**src/rtl/gpio_evt_pkg.sv**
```systemverilog
// Shared constants and the region encoding for the GPIO edge event unit.
// Assumes at most 16 words per region (NUM_PINS <= 496).
package gpio_evt_pkg;
    localparam int CTRL_BITS = 32;   // pins per enable/polarity word
    localparam int STAT_BITS = 31;   // pins per status word (bit 0 is the mode bit)
    localparam int IDX_W     = 4;
    localparam int ADDR_W    = 6;

    typedef enum logic [1:0] {
        RGN_ENABLE   = 2'd0,
        RGN_POLARITY = 2'd1,
        RGN_ASSERT   = 2'd2,
        RGN_DEASSERT = 2'd3
    } region_e;
endpackage

```
**src/rtl/gpio_evt_edge.sv**
```systemverilog
// Synchronizes the pin vector and turns transitions into assert/deassert
// event pulses of one cycle, gated by enable and steered by polarity.
// Assumes the sampled state resets to 0, so a pin that is high out of reset
// looks like a rising edge. Enables reset to 0, so nothing is filed.
module gpio_evt_edge #(
    parameter int NUM_PINS    = 40,
    parameter int SYNC_STAGES = 2
) (
    input  logic                clk,
    input  logic                rst_n,
    input  logic [NUM_PINS-1:0] pin_i,
    input  logic [NUM_PINS-1:0] en_i,
    input  logic [NUM_PINS-1:0] pol_i,
    output logic [NUM_PINS-1:0] asrt_evt_o,
    output logic [NUM_PINS-1:0] dsrt_evt_o
);
    localparam int LAST = SYNC_STAGES - 1;

    logic [NUM_PINS-1:0] sync_q [SYNC_STAGES];
    logic [NUM_PINS-1:0] prev_q;
    logic [NUM_PINS-1:0] rise, fall;

    // Synchronizer chain plus one-cycle history of the synchronized level.
    always_ff @(posedge clk) begin
        if (!rst_n) begin
            for (int s = 0; s < SYNC_STAGES; s++) sync_q[s] <= '0;
            prev_q <= '0;
        end else begin
            sync_q[0] <= pin_i;
            for (int s = 1; s < SYNC_STAGES; s++) sync_q[s] <= sync_q[s-1];
            prev_q <= sync_q[LAST];
        end
    end

    // Edge classification by polarity, suppressed for disabled pins.
    always_comb begin
        rise       = sync_q[LAST] & ~prev_q;
        fall       = ~sync_q[LAST] & prev_q;
        asrt_evt_o = en_i & ((pol_i & rise) | (~pol_i & fall));
        dsrt_evt_o = en_i & ((pol_i & fall) | (~pol_i & rise));
    end
endmodule

```
**src/rtl/gpio_evt_ctrl_regs.sv**
```systemverilog
// Enable and polarity storage, 32 pins per word, whole-word writes.
// Assumes writes are already qualified by region in the parent.
module gpio_evt_ctrl_regs
    import gpio_evt_pkg::*;
#(
    parameter int NUM_PINS = 40
) (
    input  logic                clk,
    input  logic                rst_n,
    input  logic                en_wr_i,
    input  logic                pol_wr_i,
    input  logic [IDX_W-1:0]    idx_i,
    input  logic [31:0]         wdata_i,
    input  logic                rd_pol_i,
    output logic [NUM_PINS-1:0] en_o,
    output logic [NUM_PINS-1:0] pol_o,
    output logic [31:0]         rd_o
);
    logic [NUM_PINS-1:0] en_q, pol_q, en_d, pol_d;

    // Next-state: replace the bits of the addressed word.
    always_comb begin
        en_d  = en_q;
        pol_d = pol_q;
        for (int p = 0; p < NUM_PINS; p++) begin
            if (int'(idx_i) == p / CTRL_BITS) begin
                if (en_wr_i)  en_d[p]  = wdata_i[p % CTRL_BITS];
                if (pol_wr_i) pol_d[p] = wdata_i[p % CTRL_BITS];
            end
        end
    end

    // State registers.
    always_ff @(posedge clk) begin
        if (!rst_n) begin
            en_q  <= '0;
            pol_q <= '0;
        end else begin
            en_q  <= en_d;
            pol_q <= pol_d;
        end
    end

    // Readback of the addressed word; absent pins read 0.
    always_comb begin
        rd_o = '0;
        for (int b = 0; b < CTRL_BITS; b++) begin
            if (int'(idx_i) * CTRL_BITS + b < NUM_PINS)
                rd_o[b] = rd_pol_i ? pol_q[int'(idx_i) * CTRL_BITS + b]
                                   : en_q[int'(idx_i) * CTRL_BITS + b];
        end
    end

    assign en_o  = en_q;
    assign pol_o = pol_q;


    ctrl_hold_chk: assert property (@(posedge clk) disable iff (!rst_n)
        (!en_wr_i && !pol_wr_i) |=> ($stable(en_q) && $stable(pol_q)));
endmodule

```
**src/rtl/gpio_evt_status_bank.sv**
```systemverilog
// One status set: 31 pins per word, bit 0 of a write selects set (1) or
// clear (0). Hardware events override a clear in the same cycle. The
// interrupt is the OR of all stored bits.
// Assumes wr_i is already qualified by region in the parent.
module gpio_evt_status_bank
    import gpio_evt_pkg::*;
#(
    parameter int NUM_PINS = 40
) (
    input  logic                clk,
    input  logic                rst_n,
    input  logic                wr_i,
    input  logic [IDX_W-1:0]    idx_i,
    input  logic [31:0]         wdata_i,
    input  logic [NUM_PINS-1:0] evt_i,
    output logic [31:0]         rd_o,
    output logic                irq_o
);
    logic [NUM_PINS-1:0] stat_q, stat_d;

    // Next-state: software set/clear on the addressed word, then OR in events.
    always_comb begin
        stat_d = stat_q;
        if (wr_i) begin
            for (int p = 0; p < NUM_PINS; p++) begin
                if (int'(idx_i) == p / STAT_BITS && wdata_i[p % STAT_BITS + 1])
                    stat_d[p] = wdata_i[0];
            end
        end
        stat_d = stat_d | evt_i;
    end

    // Status register.
    always_ff @(posedge clk) begin
        if (!rst_n) stat_q <= '0;
        else        stat_q <= stat_d;
    end

    // Readback with bit 0 held at 0 and absent pins reading 0.
    always_comb begin
        rd_o = '0;
        for (int b = 1; b <= STAT_BITS; b++) begin
            if (int'(idx_i) * STAT_BITS + b - 1 < NUM_PINS)
                rd_o[b] = stat_q[int'(idx_i) * STAT_BITS + b - 1];
        end
    end

    // Level interrupt.
    assign irq_o = |stat_q;


    evt_set_chk: assert property (@(posedge clk) disable iff (!rst_n)
        (evt_i != '0) |=> ((stat_q & $past(evt_i)) == $past(evt_i)));

    no_drop_chk: assert property (@(posedge clk) disable iff (!rst_n)
        !wr_i |=> ((stat_q & $past(stat_q)) == $past(stat_q)));
endmodule

```
**src/rtl/gpio_evt_unit.sv**
```systemverilog
// Top of the GPIO edge event unit: decodes the register port, holds the
// control words, detects edges and keeps the assert and deassert status sets.
// Assumes a single-cycle write strobe and combinational reads.
module gpio_evt_unit
    import gpio_evt_pkg::*;
#(
    parameter int NUM_PINS    = 40,
    parameter int SYNC_STAGES = 2
) (
    input  logic                clk,
    input  logic                rst_n,
    input  logic [NUM_PINS-1:0] pin_i,
    input  logic                bus_wr_i,
    input  logic [ADDR_W-1:0]   bus_addr_i,
    input  logic [31:0]         bus_wdata_i,
    output logic [31:0]         bus_rdata_o,
    output logic                irq_assert_o,
    output logic                irq_deassert_o
);
    region_e             region;
    logic [IDX_W-1:0]    idx;
    logic [NUM_PINS-1:0] en_vec, pol_vec, asrt_evt, dsrt_evt;
    logic [31:0]         ctrl_rd;
    logic [NUM_PINS-1:0] evt_arr [2];
    logic [31:0]         stat_rd [2];
    logic [1:0]          bank_wr, bank_irq;

    // Address split into region and word index.
    assign region = region_e'(bus_addr_i[ADDR_W-1 -: 2]);
    assign idx    = bus_addr_i[IDX_W-1:0];

    gpio_evt_ctrl_regs #(.NUM_PINS(NUM_PINS)) u_ctrl (
        .clk      (clk),
        .rst_n    (rst_n),
        .en_wr_i  (bus_wr_i && region == RGN_ENABLE),
        .pol_wr_i (bus_wr_i && region == RGN_POLARITY),
        .idx_i    (idx),
        .wdata_i  (bus_wdata_i),
        .rd_pol_i (region == RGN_POLARITY),
        .en_o     (en_vec),
        .pol_o    (pol_vec),
        .rd_o     (ctrl_rd)
    );

    gpio_evt_edge #(.NUM_PINS(NUM_PINS), .SYNC_STAGES(SYNC_STAGES)) u_edge (
        .clk        (clk),
        .rst_n      (rst_n),
        .pin_i      (pin_i),
        .en_i       (en_vec),
        .pol_i      (pol_vec),
        .asrt_evt_o (asrt_evt),
        .dsrt_evt_o (dsrt_evt)
    );

    // Routing of event vectors and write strobes to the two status sets.
    assign evt_arr[0] = asrt_evt;
    assign evt_arr[1] = dsrt_evt;
    assign bank_wr[0] = bus_wr_i && region == RGN_ASSERT;
    assign bank_wr[1] = bus_wr_i && region == RGN_DEASSERT;

    for (genvar g = 0; g < 2; g++) begin : g_bank
        gpio_evt_status_bank #(.NUM_PINS(NUM_PINS)) u_bank (
            .clk     (clk),
            .rst_n   (rst_n),
            .wr_i    (bank_wr[g]),
            .idx_i   (idx),
            .wdata_i (bus_wdata_i),
            .evt_i   (evt_arr[g]),
            .rd_o    (stat_rd[g]),
            .irq_o   (bank_irq[g])
        );
    end

    // Read data multiplexer by region.
    always_comb begin
        unique case (region)
            RGN_ASSERT:   bus_rdata_o = stat_rd[0];
            RGN_DEASSERT: bus_rdata_o = stat_rd[1];
            default:      bus_rdata_o = ctrl_rd;
        endcase
    end

    assign irq_assert_o   = bank_irq[0];
    assign irq_deassert_o = bank_irq[1];


    evt_gated_chk: assert property (@(posedge clk) disable iff (!rst_n)
        ((asrt_evt | dsrt_evt) & ~en_vec) == '0);

    evt_excl_chk: assert property (@(posedge clk) disable iff (!rst_n)
        (asrt_evt & dsrt_evt) == '0);

    irq_hold_chk: assert property (@(posedge clk) disable iff (!rst_n)
        (irq_assert_o && !bus_wr_i) |=> irq_assert_o);

    stat_rsvd_chk: assert property (@(posedge clk) disable iff (!rst_n)
        bus_addr_i[ADDR_W-1] |-> !bus_rdata_o[0]);
endmodule

```
**config.mk**
```make
export PLATFORM = sky130hd
export DESIGN_NAME = gpio_evt_unit
export DESIGN_NICKNAME = d
export VERILOG_FILES = /design/src/rtl/gpio_evt_pkg.sv /design/src/rtl/gpio_evt_edge.sv /design/src/rtl/gpio_evt_ctrl_regs.sv /design/src/rtl/gpio_evt_status_bank.sv /design/src/rtl/gpio_evt_unit.sv
export SDC_FILE = /design/constraint.sdc
export NUM_CORES = 1
export LEC_CHECK = 0
export BUFFER_PORTS_ARGS = -buffer_cell sky130_fd_sc_hd__buf_2
export CELL_PAD_IN_SITES_DETAIL_PLACEMENT = 0
export CELL_PAD_IN_SITES_GLOBAL_PLACEMENT = 2
export CORE_ASPECT_RATIO = 0.7
export CORE_UTILIZATION = 39
export DETAILED_ROUTE_END_ITERATION = 8
export PLACE_DENSITY = 0.87
export SYNTH_ARGS = -nofsm -noshare
export SYNTH_HDL_FRONTEND = slang
export SYNTH_SLANG_ARGS = --single-unit
```
**constraint.sdc**
```tcl
create_clock -name clk -period 11.6 [get_ports clk]
set_input_delay 2.9 -clock clk [delete_from_list [all_inputs] [get_ports clk]]
set_output_delay 2.9 -clock clk [all_outputs]
set_load 0.05 [all_outputs]
```
==> out/qor.txt <==
Fin. Hold Viols - 0
Syn-to-layout area delta - 10.6%
Reg-to-Reg End - g_bank[0].u_bank.stat_q[37]
detailed router's first-iteration violation count - 2208
GR Util All Layers - 29.4%
antenna viol nets, final - 0
via count - 19788
ant diodes - 0
total gr overflow - 0
WS Path Type - in2out
share of cells above drive strength 1 - 16.4%
Root Buffer - clkbuf_16
asr flop ratio synth - 0%
clock sink total - 280
most common cell after layout, fill and taps aside - nand2_1
Inst Count DP - 3213
setup_tns - 0 ns
WP buf/inv - 3
Worst Setup Start Kind - primary input
VDD IR max - 122 uV
Mapped Nets - 2604
Post-Syn Instances - 2480
R2R depth - 4
Post-CTS Setup Bufs - 0
Reg2Reg Setup Slack - 10.49 ns
CP cell instances - buf_2 -> fa_1 -> fa_1 -> inv_1 -> fa_1 -> xnor2_2 -> mux4_2 -> mux2i_1 -> a31oi_1 -> o31ai_1 -> buf_2
die height - 197 um
RSZ-0062 raised after global routing - no
CP Capture Type - output port
commonest cells after routing, fill and taps aside - nand2_1, dfxtp_1, mux2i_1
Switching Share - 41.5%
via density per instance - 6.06
CTS max path bufs - 3
Pleak - 8.79 nW
WL final - 81.3 mm
Worst Path Arrival - 8.11 ns
Seq/Total Area, Yosys - 26.4%
hold_sp - u_edge.sync_q[0][12]
Logic pwr share - 46.8%
CTS Buf Count - 28
Worst-Margin Slew - 1.16 ns
Top delay family on crit path - adder cells
Internal Power - 0.00215 W
slew margin rel. - 22.5%
end-of-flow core utilization - 43.6%
run status - complete, no violations
CTS resizes - 0
Avg Cell Area, Syn - 8.55 sq um
CP peak stage delay - 0.97 ns
non-filler cells in the finished layout - 3265
crit share post-route - 94.9%
gpl congestion - 1.05
number of synthesized flops with an enable pin - 0
CP max FO - 16
pin count of the biggest net entering global routing - 161
Setup Skew - 0.0146 ns
number of global-route vias before repair - 18653
Port Buf Inserts - 114
HP Class - reg2reg
DRT Pass-1 Iters - 6
hold-critical path endpoint - u_edge.sync_q[0][52]
row count - 71
total core area - 53700 sq um
overall die width - 281 um
starting density of the core - 39.5%
DRC violations left - 0
nets - 2637
YS warnings - 0
clk slew on worst S/H paths - 0.06 ns
hold buffers post-CTS - 0
Clock power frac - 26.1%
Critical R2R Launch - u_ctrl.pol_o[37]
sequential power share - 27.1%
Worst path slowest cell - xnor2_2
Wirelength per Cell - 24.9 um
first-pass GRT wire length - 122 mm
final slew viol count - 0
mapped cell area - 21200 sq um
Top Ports - 115
ys flop type - dfxtp_1
Hold Path Depth - 1
die area - 55300 sq um
final setup vio count - 0
Peak Freq - 90.8 MHz
fillcell total - 5297
Req. time, crit path - 8.70 ns
TritonCTS clock tree - yes
PD cells - 156 nW/um^2
flops & latches, synth - 280
initial antenna violation count - 4
HPWL Detailed - 60.5 mm
cell repeated most along the worst path - fa_1
sw power - 0.00152 W
Max H-tree Level - 1
max-cap violations - 0
synth unique cells - 78
Clock Latency Late Sink - 0.56 ns
Period minus WS final - 11.01 ns
[metrics by stage]
| stage | setup slack, ns | hold WS [ns] | instance area (sq um) | total power [W] |
|---|---|---|---|---|
| 4_1_cts | 0.771 | 0.429 | 23500 | 0.00364 |
| 5_1_grt | 0.514 | 0.442 | 23500 | 0.00385 |
| 3_5_place_dp | 0.803 | 0.417 | 22500 | 0.00268 |
| 2_1_floorplan | 0.343 | 0.406 | 21200 | 0.00221 |
| 6_report | 0.591 | 0.427 | 23500 | 0.00367 |
| 3_3_place_gp | 0.701 | 0.417 | 22500 | 0.00268 |
[area by class of cell]
class / count / area (sq um) / share of cell area (%)
flip-flops and latches: 280 / 5610 / 23.9
well taps: 730 / 913 / 3.89
clock buffers: 39 / 812 / 3.46
repair buffers: 171 / 1080 / 4.60
inverters: 27 / 101 / 0.432
clock inverters: 13 / 164 / 0.699
multi-input cells: 2005 / 14800 / 63.0
[sequential cells by signal (all words and copies together), names as in the netlist]
register	count
u_ctrl.en_o	40
u_ctrl.pol_o	40
g_bank.u_bank.stat_q	80
u_edge.sync_q	80
u_edge.prev_q	40
[power by group through the flow]
stage	Combinational, W	Clock (W)	Sequential (W)
detailed placement	0.00166	0	0.00102
global placement	0.00166	0	0.00102
CTS	0.00167	0.000974	0.000995
finish	0.00172	0.000956	0.000995
floorplan	0.00119	0	0.00101
global route	0.00183	0.00102	0.000997
[routing by layer]
layer | share of wire [%] | global-route usage [%]
met1 | 46 | 42.9
met2 | 42 | 43.1
met3 | 9.4 | 6.13
met4 | 3.1 | 8.70
met5 | 0.039 | 0
[synth_stat cells (22+ instances only)]
master,number,area (sq um)
inv_1,22,82.6
buf_2,28,140
and2_1,130,813
ha_1,37,463
nand2_1,586,2200
nor2_1,131,492
clkbuf_1,112,420
dfxtp_1,280,5610
o21ai_0,134,671
nor4_1,25,156
mux2_2,41,462
xnor2_1,73,639
mux2i_1,206,2060
nand3_1,34,170
a21boi_0,153,1150
mux4_2,125,2820
a21oi_1,68,340
[worst max path at each step]
stage	startpoint	to	slack, ns	depth (start not counted)
3_3_place_gp	bus_addr_i[1]	bus_rdata_o[2]	0.70	11
4_1_cts	bus_addr_i[1]	bus_rdata_o[2]	0.77	11
6_report	bus_addr_i[1]	bus_rdata_o[2]	0.59	11
2_1_floorplan	bus_addr_i[1]	bus_rdata_o[3]	0.34	15
3_5_place_dp	bus_addr_i[1]	bus_rdata_o[2]	0.80	11
5_1_grt	bus_addr_i[1]	bus_rdata_o[2]	0.51	15
[cell families after synthesis]
group / synth area share (%)
adder cells (fa/ha/maj): 2.80
XOR/XNOR: 3.75
multiplexers: 26.5
AND/OR/NAND/NOR: 20.7
buffers and inverters: 4.29
flip-flops: 26.4
AO/OA/AOI/OAI: 15.6
Power figures use the tool's default switching activity.
